**src/rtl/mshr_pkg.sv**
```systemverilog
package mshr_pkg;
  typedef enum logic [2:0] {
    MO_IDLE,
    MO_ALLOC,
    MO_MERGE,
    MO_BYPASS,
    MO_STALL
  } miss_op_e;
endpackage

```
**src/rtl/mshr_entry.sv**
```systemverilog
module mshr_entry #(
  parameter int LINE_W  = 26,
  parameter int ID_W    = 4,
  parameter int MAX_TGT = 4,
  localparam int CNT_W  = $clog2(MAX_TGT + 1),
  localparam int RID_W  = MAX_TGT * ID_W
) (
  input  logic              clk_i,
  input  logic              rst_ni,
  input  logic              alloc_i,
  input  logic              merge_i,
  input  logic              free_i,
  input  logic [LINE_W-1:0] line_i,
  input  logic [ID_W-1:0]   rid_i,
  output logic              valid_o,
  output logic [LINE_W-1:0] line_o,
  output logic [CNT_W-1:0]  cnt_o,
  output logic [RID_W-1:0]  rids_o
);
  logic              valid_q;
  logic [LINE_W-1:0] line_q;
  logic [CNT_W-1:0]  cnt_q;
  logic [RID_W-1:0]  rids_q;

  always_ff @(posedge clk_i or negedge rst_ni) begin
    if (!rst_ni) begin
      valid_q <= 1'b0;
      line_q  <= '0;
      cnt_q   <= '0;
      rids_q  <= '0;
    end else if (free_i) begin
      valid_q <= 1'b0;
      cnt_q   <= '0;
      rids_q  <= '0;
    end else if (alloc_i) begin
      valid_q            <= 1'b1;
      line_q             <= line_i;
      cnt_q              <= CNT_W'(1);
      rids_q             <= '0;
      rids_q[ID_W-1:0]   <= rid_i;
    end else if (merge_i) begin
      for (int k = 0; k < MAX_TGT; k++) begin
        if (cnt_q == CNT_W'(k)) rids_q[k*ID_W +: ID_W] <= rid_i;
      end
      cnt_q <= cnt_q + CNT_W'(1);
    end
  end

  assign valid_o = valid_q;
  assign line_o  = line_q;
  assign cnt_o   = cnt_q;
  assign rids_o  = rids_q;
endmodule

```
**src/rtl/mshr_match.sv**
```systemverilog
module mshr_match #(
  parameter int N_ENTRIES = 4,
  parameter int LINE_W    = 26,
  localparam int IDX_W    = (N_ENTRIES > 1) ? $clog2(N_ENTRIES) : 1
) (
  input  logic [N_ENTRIES-1:0]        valid_i,
  input  logic [N_ENTRIES*LINE_W-1:0] lines_i,
  input  logic [LINE_W-1:0]           line_i,
  output logic                        hit_o,
  output logic [IDX_W-1:0]            idx_o
);
  logic [N_ENTRIES-1:0] hit_vec;

  for (genvar i = 0; i < N_ENTRIES; i++) begin : g_cmp
    assign hit_vec[i] = valid_i[i] && (lines_i[i*LINE_W +: LINE_W] == line_i);
  end

  // at most one entry matches, so OR-ing indices encodes it
  always_comb begin
    idx_o = '0;
    for (int i = 0; i < N_ENTRIES; i++) begin
      if (hit_vec[i]) idx_o = idx_o | IDX_W'(i);
    end
  end

  assign hit_o = |hit_vec;
endmodule

```
**src/rtl/mshr_alloc.sv**
```systemverilog
module mshr_alloc #(
  parameter int N_ENTRIES = 4,
  localparam int IDX_W    = (N_ENTRIES > 1) ? $clog2(N_ENTRIES) : 1
) (
  input  logic [N_ENTRIES-1:0] valid_i,
  output logic                 free_o,
  output logic [IDX_W-1:0]     idx_o
);
  always_comb begin
    idx_o = '0;
    for (int i = N_ENTRIES - 1; i >= 0; i--) begin
      if (!valid_i[i]) idx_o = IDX_W'(i);
    end
  end

  assign free_o = ~&valid_i;
endmodule

```
**src/rtl/mshr_file.sv**
```systemverilog
module mshr_file
  import mshr_pkg::*;
#(
  parameter int N_ENTRIES = 4,
  parameter int LINE_W    = 26,
  parameter int ID_W      = 4,
  parameter int MAX_TGT   = 4,
  localparam int TAG_W    = (N_ENTRIES > 1) ? $clog2(N_ENTRIES) : 1,
  localparam int CNT_W    = $clog2(MAX_TGT + 1),
  localparam int RID_W    = MAX_TGT * ID_W
) (
  input  logic              clk_i,
  input  logic              rst_ni,
  input  logic              miss_valid_i,
  input  logic [LINE_W-1:0] miss_line_i,
  input  logic [ID_W-1:0]   miss_rid_i,
  output logic              stall_o,
  output logic              bypass_o,
  output logic              req_valid_o,
  output logic [LINE_W-1:0] req_line_o,
  output logic [TAG_W-1:0]  req_tag_o,
  input  logic              fill_valid_i,
  input  logic [TAG_W-1:0]  fill_tag_i,
  output logic              done_valid_o,
  output logic [CNT_W-1:0]  done_cnt_o,
  output logic [RID_W-1:0]  done_rids_o
);
  logic [N_ENTRIES-1:0]        valid_q;
  logic [N_ENTRIES*LINE_W-1:0] line_flat;
  logic [CNT_W-1:0]            cnt_q  [N_ENTRIES];
  logic [RID_W-1:0]            rids_q [N_ENTRIES];
  logic [N_ENTRIES-1:0]        alloc_v, merge_v, free_v;

  logic             hit_any, free_any, fill_hit;
  logic [TAG_W-1:0] hit_idx, free_idx;
  miss_op_e         op;

  mshr_match #(.N_ENTRIES(N_ENTRIES), .LINE_W(LINE_W)) u_match (
    .valid_i (valid_q),
    .lines_i (line_flat),
    .line_i  (miss_line_i),
    .hit_o   (hit_any),
    .idx_o   (hit_idx)
  );

  mshr_alloc #(.N_ENTRIES(N_ENTRIES)) u_alloc (
    .valid_i (valid_q),
    .free_o  (free_any),
    .idx_o   (free_idx)
  );

  assign fill_hit = fill_valid_i && (int'(fill_tag_i) < N_ENTRIES) && valid_q[fill_tag_i];

  always_comb begin
    op = MO_IDLE;
    if (miss_valid_i) begin
      if (hit_any) begin
        if (fill_hit && (fill_tag_i == hit_idx))         op = MO_BYPASS;
        else if (cnt_q[hit_idx] == CNT_W'(MAX_TGT))      op = MO_STALL;
        else                                             op = MO_MERGE;
      end else if (free_any) begin
        op = MO_ALLOC;
      end else begin
        op = MO_STALL;
      end
    end
  end

  for (genvar i = 0; i < N_ENTRIES; i++) begin : g_ent
    assign alloc_v[i] = (op == MO_ALLOC) && (free_idx == TAG_W'(i));
    assign merge_v[i] = (op == MO_MERGE) && (hit_idx == TAG_W'(i));
    assign free_v[i]  = fill_hit && (fill_tag_i == TAG_W'(i));

    mshr_entry #(.LINE_W(LINE_W), .ID_W(ID_W), .MAX_TGT(MAX_TGT)) u_entry (
      .clk_i   (clk_i),
      .rst_ni  (rst_ni),
      .alloc_i (alloc_v[i]),
      .merge_i (merge_v[i]),
      .free_i  (free_v[i]),
      .line_i  (miss_line_i),
      .rid_i   (miss_rid_i),
      .valid_o (valid_q[i]),
      .line_o  (line_flat[i*LINE_W +: LINE_W]),
      .cnt_o   (cnt_q[i]),
      .rids_o  (rids_q[i])
    );
  end

  assign stall_o      = (op == MO_STALL);
  assign bypass_o     = (op == MO_BYPASS);
  assign req_valid_o  = (op == MO_ALLOC);
  assign req_line_o   = req_valid_o ? miss_line_i : '0;
  assign req_tag_o    = req_valid_o ? free_idx : '0;
  assign done_valid_o = fill_hit;
  assign done_cnt_o   = fill_hit ? cnt_q[fill_tag_i] : '0;
  assign done_rids_o  = fill_hit ? rids_q[fill_tag_i] : '0;
endmodule

```
**config.mk**
```make
export PLATFORM = sky130hd
export DESIGN_NAME = mshr_file
export DESIGN_NICKNAME = d
export VERILOG_FILES = /design/src/rtl/mshr_pkg.sv /design/src/rtl/mshr_entry.sv /design/src/rtl/mshr_match.sv /design/src/rtl/mshr_alloc.sv /design/src/rtl/mshr_file.sv
export SDC_FILE = /design/constraint.sdc
export NUM_CORES = 1
export LEC_CHECK = 0
export ABC_AREA = 1
export BUFFER_PORTS_ARGS = -buffer_cell sky130_fd_sc_hd__buf_2
export CAP_MARGIN = 20
export CORE_ASPECT_RATIO = 0.9
export CORE_MARGIN = 2
export CORE_UTILIZATION = 40
export DETAILED_ROUTE_END_ITERATION = 12
export HOLD_SLACK_MARGIN = 0.1
export MAX_ROUTING_LAYER = met4
export PLACE_DENSITY_LB_ADDON = 0.2
export SYNTH_ARGS = -nofsm -noshare
export SYNTH_HDL_FRONTEND = slang
export SYNTH_SLANG_ARGS = --single-unit
```
**constraint.sdc**
```tcl
create_clock -name clk_i -period 3.05 [get_ports clk_i]
set_input_delay 0.1525 -clock clk_i [delete_from_list [all_inputs] [get_ports clk_i]]
set_output_delay 0.1525 -clock clk_i [all_outputs]
set_load 0.02 [all_outputs]
```
==> results.py, run 1 <==
metrics = {
    "clock_tree": {
        "clkSlewWorstSetupHoldPaths_ns": 0.08,
        "clock_sinks": 184,
        "cts_tree": "built",
        "clk_latency_ns": 0.46,
        "cts_buffer_depth": 2,
        "cts_buffers": 17,
        "cts_root_buf": "clkbuf_16",
        "cts_max_level": 4,
    },
    "critical_path": {
        "cp.arrival_ns": 2.82,
        "cp_common_cell": "nand2_1",
        "worstSetupEndpoint": "req_line_o[12]",
        "critical-path-slowest-cell": "dfrtp_1",
        "endpoint_kind": "output pin",
        "crit_fanout": 15,
        "worstSetupPathType": "reg2out",
        "crit_required_ns": 2.90,
        "crit_chain": "nand2_2, nand2_1, nor2_1, nand2_1, inv_1, nand2_1, nor2_2, nand2_2, nand2_4, nand2_1, nand2_2, nand3_4, nand2_4, nand2_8, nand2_4, buf_12, nor2_1, buf_4",
        "reg2reg_setup_slack_ns": 0.15,
        "rr_worst_depth": 18,
        "timing.rr.start": "g_ent[1].u_entry.line_o[9]",
        "worstSetupStartpointType": "flip-flop",
        "cpPeakStageDelay_ns": 0.41,
        "r2r-end": "g_ent[3].u_entry.line_o[17]",
        "crit_path_start": "g_ent[1].u_entry.line_o[9]",
    },
    "cells_and_area": {
        "design_area_mm2": 0.0131,
        "final_util_pct": 48.2,
        "area_growth_pct": 17.7,
        "n_antenna_cell": 0,
        "finalNetCount": 1729,
        "layout-drive-gt1-share_pct": 17.9,
    },
    "detailed_routing": {
        "ant_nets": 0,
        "dr_total_vias": 10500,
        "avgViaCountPerCell": 5.16,
        "drc": 0,
        "drtIter0Drc": 1110,
        "drt_pass1_iterations": 7,
        "wl_per_cell_um": 18.0,
        "wirelength_mm": 36.7,
    },
    "placed_design": {
        "pre_cts_ws_ns": 0.174,
        "gp_congestion": 0.949,
        "dp_hpwl_mm": 27.5,
        "post_dp_cell_area_mm2": 0.0120,
        "port_buffers": 86,
    },
    "timing": {
        "fin_ws_ns": 0.0727,
        "final_hold_viol_count": 0,
        "slew_headroom_pct": 37.1,
        "final.setup_skew_ns": 0.0220,
        "tightest_slew_ns": 0.939,
        "post-route-period-util_pct": 97.6,
        "slew_viol_final": 0,
        "setup_viol": 0,
        "clock.fmax_ghz": 0.336,
        "fin_crit_ns": 2.98,
        "grt_setup_unrepaired": "true",
        "whs_ns": 0.120,
    },
    "synthesis": {
        "yosys.area.top_type_share_pct": 41.5,
        "synthDistinctLibCells": 43,
        "synth_edf_count": 0,
        "seq_area_frac_synth_pct": 41.5,
        "synth_seq_cells": 184,
        "synth_cells": 1568,
        "yosysMostFrequentCell": "nand2_1",
        "syn-mean-instance-area_um2": 7.07,
        "synth_nets": 1624,
        "syn_area_mm2": 0.0111,
        "ys_top_cells_by_count": "nand2_1 (624), dfrtp_1 (184), inv_1 (148)",
        "yosys.area.top_type": "dfrtp_1",
        "async_flop_share_pct": 100,
        "synth_top_flop_cell": "dfrtp_1",
        "ys_warn_count": 0,
        "synth.area.top_cells": "dfrtp_1 (42%), nand2_1 (21%), inv_1 (5.0%), nand3_1 (4.5%), nor2_1 (4.3%)",
    },
    "floorplanning": {
        "die_width_um": 180,
        "ioPinCount": 87,
        "row_count": 57,
        "dieArea_mm2": 0.0291,
        "start_util_pct": 40.9,
        "die_h_um": 162,
        "coreArea_mm2": 0.0271,
    },
    "run_status": {
        "run_status": "finished, final reports clean",
    },
    "pwr": {
        "power_density_mw_per_mm2": 792,
        "totalPowerFinal_uw": 10300,
        "leakage_uw": 0.00711,
        "peakVddDrop_mv": 0.440,
    },
    "grt": {
        "grt_max_degree": 74,
        "antenna_found_initial": 0,
        "overflow": 0,
        "grt_pass1_wl_mm": 57.0,
        "grt.total_usage_pct": 26.5,
        "grt_pass1_vias": 9595,
    },
    "hold_path": {
        "hold_class": "in2reg",
    },
    "run": {
        "max_cap_viol_count": 0,
    },
}
==> sequential cells by signal (all words and copies together) (netlist names) <==
name,count
g_ent.u_entry.cnt_o,12
g_ent.u_entry.line_o,104
g_ent.u_entry.rids_o,64
g_ent.u_entry.valid_o,4
==> worst min path at each step <==
stage	start	endpoint	slack [ns]	depth (start not counted)
floorplan	rst_ni	g_ent[0].u_entry.cnt_o[0]	-0.14	0
global placement	rst_ni	g_ent[2].u_entry.line_o[10]	0.23	1
detailed placement	rst_ni	g_ent[2].u_entry.line_o[10]	0.23	1
CTS	miss_line_i[5]	g_ent[0].u_entry.line_o[5]	0.10	3
global route	miss_line_i[3]	g_ent[0].u_entry.line_o[3]	0.13	3
finish	miss_line_i[21]	g_ent[0].u_entry.line_o[21]	0.12	3
==> metal layers <==
metal / vias up / share of wire (%) / global-route usage (%)
li1: 5134 / - / -
met1: 4955 / 50 / 40.8
met2: 401 / 40 / 35.1
met3: 32 / 8.7 / 5.20
met4: 0 / 1.5 / 6.17
met5: - / 0 / -
==> layout by cell type (no fill, tap or decap), types with 17 or more instances in the layout <==
cell type and n:
ha_1 20, buf_4 51, a31oi_1 18, o21ai_1 21, nand2_2 22, a21oi_1 19, o21ai_0 83, dfrtp_1 184
nor2_2 27, nand2_1 607, nand3_1 98, nor2_1 103, xnor2_1 17, inv_2 44, buf_2 58, a22oi_1 19
inv_1 146, clkbuf_16 17
==> kinds of logic (layout without fill, tap and decap cells) <==
group	Yosys count	after routing	synth area share (%)
buffers and inverters	237	355	8.64
AOI/OAI and AO/OA	177	177	9.17
and+or+nand+nor	923	923	36.3
DFF	184	184	41.5
adders and majority gates	20	20	2.26
xor gates and xnor gates	27	27	2.13
==> power by group <==
| part | switching, uW | internal [uW] | total [uW] |
|---|---|---|---|
| Combinational | 2720 | 1450 | 4170 |
| Clock | 1130 | 1180 | 2310 |
| Sequential | 650 | 3220 | 3870 |
==> per-stage QoR <==
stage          TNS (ns)  instances
6_report              0       2040
5_1_grt          -0.835       2040
4_1_cts               0       2034
3_5_place_dp          0       1990
3_3_place_gp          0       1990
2_1_floorplan         0       1568
==> worst max-delay path, delay by kind of cell (launching register included) <==
family	cells	cell delay (ns)
and+or+nand+nor	15	1.52
buffers and inverters	3	0.41
DFF	1	0.41
==> cell type report <==
class | instances | area, um^2
clock buffers | 17 | 425
clock inverters | 15 | 175
fillers | 2698 | 14000
inverters | 193 | 727
multi-input cells | 1147 | 5720
flip-flops and latches | 184 | 4600
well taps | 354 | 443
repair buffers | 130 | 967
==> repair_timing <==
action / CTS / global route
hold buffers: 8 / 0
setup buffers: 3 / 6
hold endpoints to repair: 86 / 0
endpoints found under the setup margin: 30 / 116
cloned: 1 / 0
pin swaps: 2 / 15
resized for setup: 12 / 77
Power figures use the tool's default switching activity.
==> inputs of run 2 (changes only) <==
Clock period 3.05 ns to 3.2 ns, I/O delays scaled along.
==> run 2 against run 1 <==
Against the previous run: cell count shrank 0.25%; non-clock buffer count fell by 5; global-route usage up 0.088 points; critical path depth is 1 lower; worst hold slack lost 0.0072 ns; largest power group unchanged; highest routed layer unchanged.
==> results.py, run 2 (synthesis gave the netlist of run 1 again) <==
metrics = {
    "run_status": {
        "run_status": "finished, final reports clean",
    },
    "floorplanning": {
        "row_count": 57,
        "coreArea_mm2": 0.0271,
        "die_h_um": 162,
        "dieArea_mm2": 0.0291,
        "start_util_pct": 40.9,
        "ioPinCount": 87,
        "die_width_um": 180,
    },
    "cells_and_area": {
        "n_antenna_cell": 0,
        "fill_cells": 2779,
        "final_util_pct": 47.4,
        "final_common_cell": "nand2_1",
        "area_growth_pct": 15.8,
        "largest_reg_flops": 104,
        "design_area_mm2": 0.0128,
        "layout-drive-gt1-share_pct": 15.2,
        "final_cell_mix": "nand2_1 (622), dfrtp_1 (183), inv_1 (147), nor2_1 (120), nand3_1 (99)",
        "finalNetCount": 1724,
    },
    "critical_path": {
        "cp_top_family": "simple AND/OR/NAND/NOR gates",
        "cpPeakStageDelay_ns": 0.40,
        "cp.arrival_ns": 2.85,
        "cp_common_cell": "nand2_1",
        "worstSetupPathType": "reg2out",
        "critical-path-slowest-cell": "dfrtp_1",
        "crit_required_ns": 3.04,
        "worstSetupStartpointType": "flip-flop",
        "crit_buf_inv": 2,
        "path_depth": 17,
        "rr_worst_depth": 17,
        "crit_chain": "nand2_1, nand2_1, nor2_1, nand2_1, nor2_2, nand2_1, nor2_1, nor2_1, nand3_1, nand2_1, nor2_4, nand2_4, nand2_8, nand2_4, buf_8, nor2_2, buf_2",
        "crit_fanout": 7,
        "endpoint_kind": "output pin",
    },
    "detailed_routing": {
        "avgViaCountPerCell": 5.11,
        "wl_per_cell_um": 17.9,
        "dr_total_vias": 10400,
        "drtIter0Drc": 1015,
        "drc": 0,
        "drt_pass1_iterations": 5,
        "ant_nets": 0,
        "wirelength_mm": 36.5,
    },
    "run": {
        "max_cap_viol_count": 0,
    },
    "clock_tree": {
        "clkSlewWorstSetupHoldPaths_ns": 0.08,
        "clock_sinks": 184,
        "cts_buffers": 17,
        "cts_tree": "built",
        "cts_buffer_depth": 2,
        "clk_latency_ns": 0.46,
        "cts_root_buf": "clkbuf_16",
        "cts_max_level": 4,
    },
    "pwr": {
        "power.internal_uw": 5640,
        "p_seq_share_pct": 37.2,
        "p_clk_share_pct": 23.7,
        "totalPowerFinal_uw": 9880,
        "peakVddDrop_mv": 0.460,
        "switching_power_uw": 4230,
        "combPwrFrac_pct": 39.0,
        "power_density_mw_per_mm2": 769,
        "swShare_pct": 42.9,
        "leakage_uw": 0.00704,
    },
    "timing": {
        "setup_viol": 0,
        "slew_headroom_pct": 38.9,
        "post-route-period-util_pct": 94.2,
        "setup_tns_ns": 0,
        "final.setup_skew_ns": 0.0186,
        "tightest_slew_ns": 0.914,
        "clock.fmax_ghz": 0.332,
        "final_hold_viol_count": 0,
        "slew_viol_final": 0,
        "fin_crit_ns": 3.01,
        "fin_ws_ns": 0.186,
    },
    "grt": {
        "grt.total_usage_pct": 26.6,
        "grt_pass1_wl_mm": 57.2,
        "grt_pass1_vias": 9699,
        "grt.met3_usage_pct": 5.52,
        "antenna_found_initial": 0,
        "grt-busiest-layer": "met1",
        "grt_use_met2_pct": 34.9,
        "overflow": 0,
        "grt_max_degree": 95,
        "grtUsageMet1_pct": 41.3,
    },
    "hold_path": {
        "hold_class": "in2reg",
        "whs_path_depth": 3,
    },
    "placed_design": {
        "pre_cts_ws_ns": 0.213,
        "port_buffers": 86,
        "post_dp_cell_area_mm2": 0.0120,
        "dp_hpwl_mm": 27.5,
        "gp_congestion": 0.969,
    },
}
[run 2: cell types whose count changed in the layout (fill, tap and decap cells not counted), sizes merged]
cell	before	now
bufinv	1	3
dlygate4sd3	8	10
inv	200	198
clkinvlp	0	2
clkinv	7	5
buf	120	113
[run 2: stage by stage]
stage,hold slack [ns],std cells
after global routing,0.112,2035
after detailed placement,0.306,1989
final,0.112,2035
after global placement,0.304,1989
after floorplan,-0.136,1568
after CTS,0.103,2034
[run 2: routing by layer]
metal  vias up  wire length (um)
met2       381             14500
li1       5106                 -
met1      4890             18700
met3        27              2880
met5         -                 0
met4         0               484
[run 2: repair_timing]
action / in CTS / in global routing
cloned: 0 / 0
setup buffers: 3 / 1
pin swaps: 3 / 4
hold buffers: 10 / 0
hold endpoints to repair: 112 / 0
resized for setup: 6 / 23
endpoints found under the setup margin: 29 / 48
[run 2: tightest hold or removal path: cells and delay by family]
family,cells,cell delay [ns]
AO/OA/AOI/OAI,1,0.14
buffers and inverters,2,0.22
[run 2: worst paths after layout]
path	to	slack (ns)	from
worst min-delay path	g_ent[0].u_entry.line_o[19]	0.11	miss_line_i[19]
worst max-delay path	req_line_o[14]	0.19	g_ent[1].u_entry.line_o[9]
min in group asynchronous	g_ent[0].u_entry.line_o[8]	0.34	rst_ni
worst min register to register	g_ent[0].u_entry.line_o[10]	0.48	g_ent[0].u_entry.line_o[10]
max in group asynchronous	g_ent[0].u_entry.rids_o[8]	2.07	rst_ni
worst max register to register	g_ent[0].u_entry.rids_o[4]	0.30	g_ent[1].u_entry.line_o[6]
[run 2: area by class of cell]
| type | count | area [um^2] | share of cell area (%) |
|---|---|---|---|
| tap | 354 | 443 | 3.45 |
| timing repair buffer | 125 | 838 | 6.53 |
| clock inverter | 15 | 210 | 1.64 |
| inverter | 193 | 727 | 5.66 |
| multi-input combinational | 1147 | 5590 | 43.6 |
| sequential | 184 | 4610 | 35.9 |
| clock buffer | 17 | 425 | 3.31 |
[run 2: power by group through the flow]
stage	clock network, uW	logic [uW]	registers (uW)
5_1_grt	2490	4360	3770
2_1_floorplan	0	2670	3530
6_report	2340	3860	3680
3_5_place_dp	0	3730	3680
4_1_cts	2380	3780	3660
3_3_place_gp	0	3690	3680
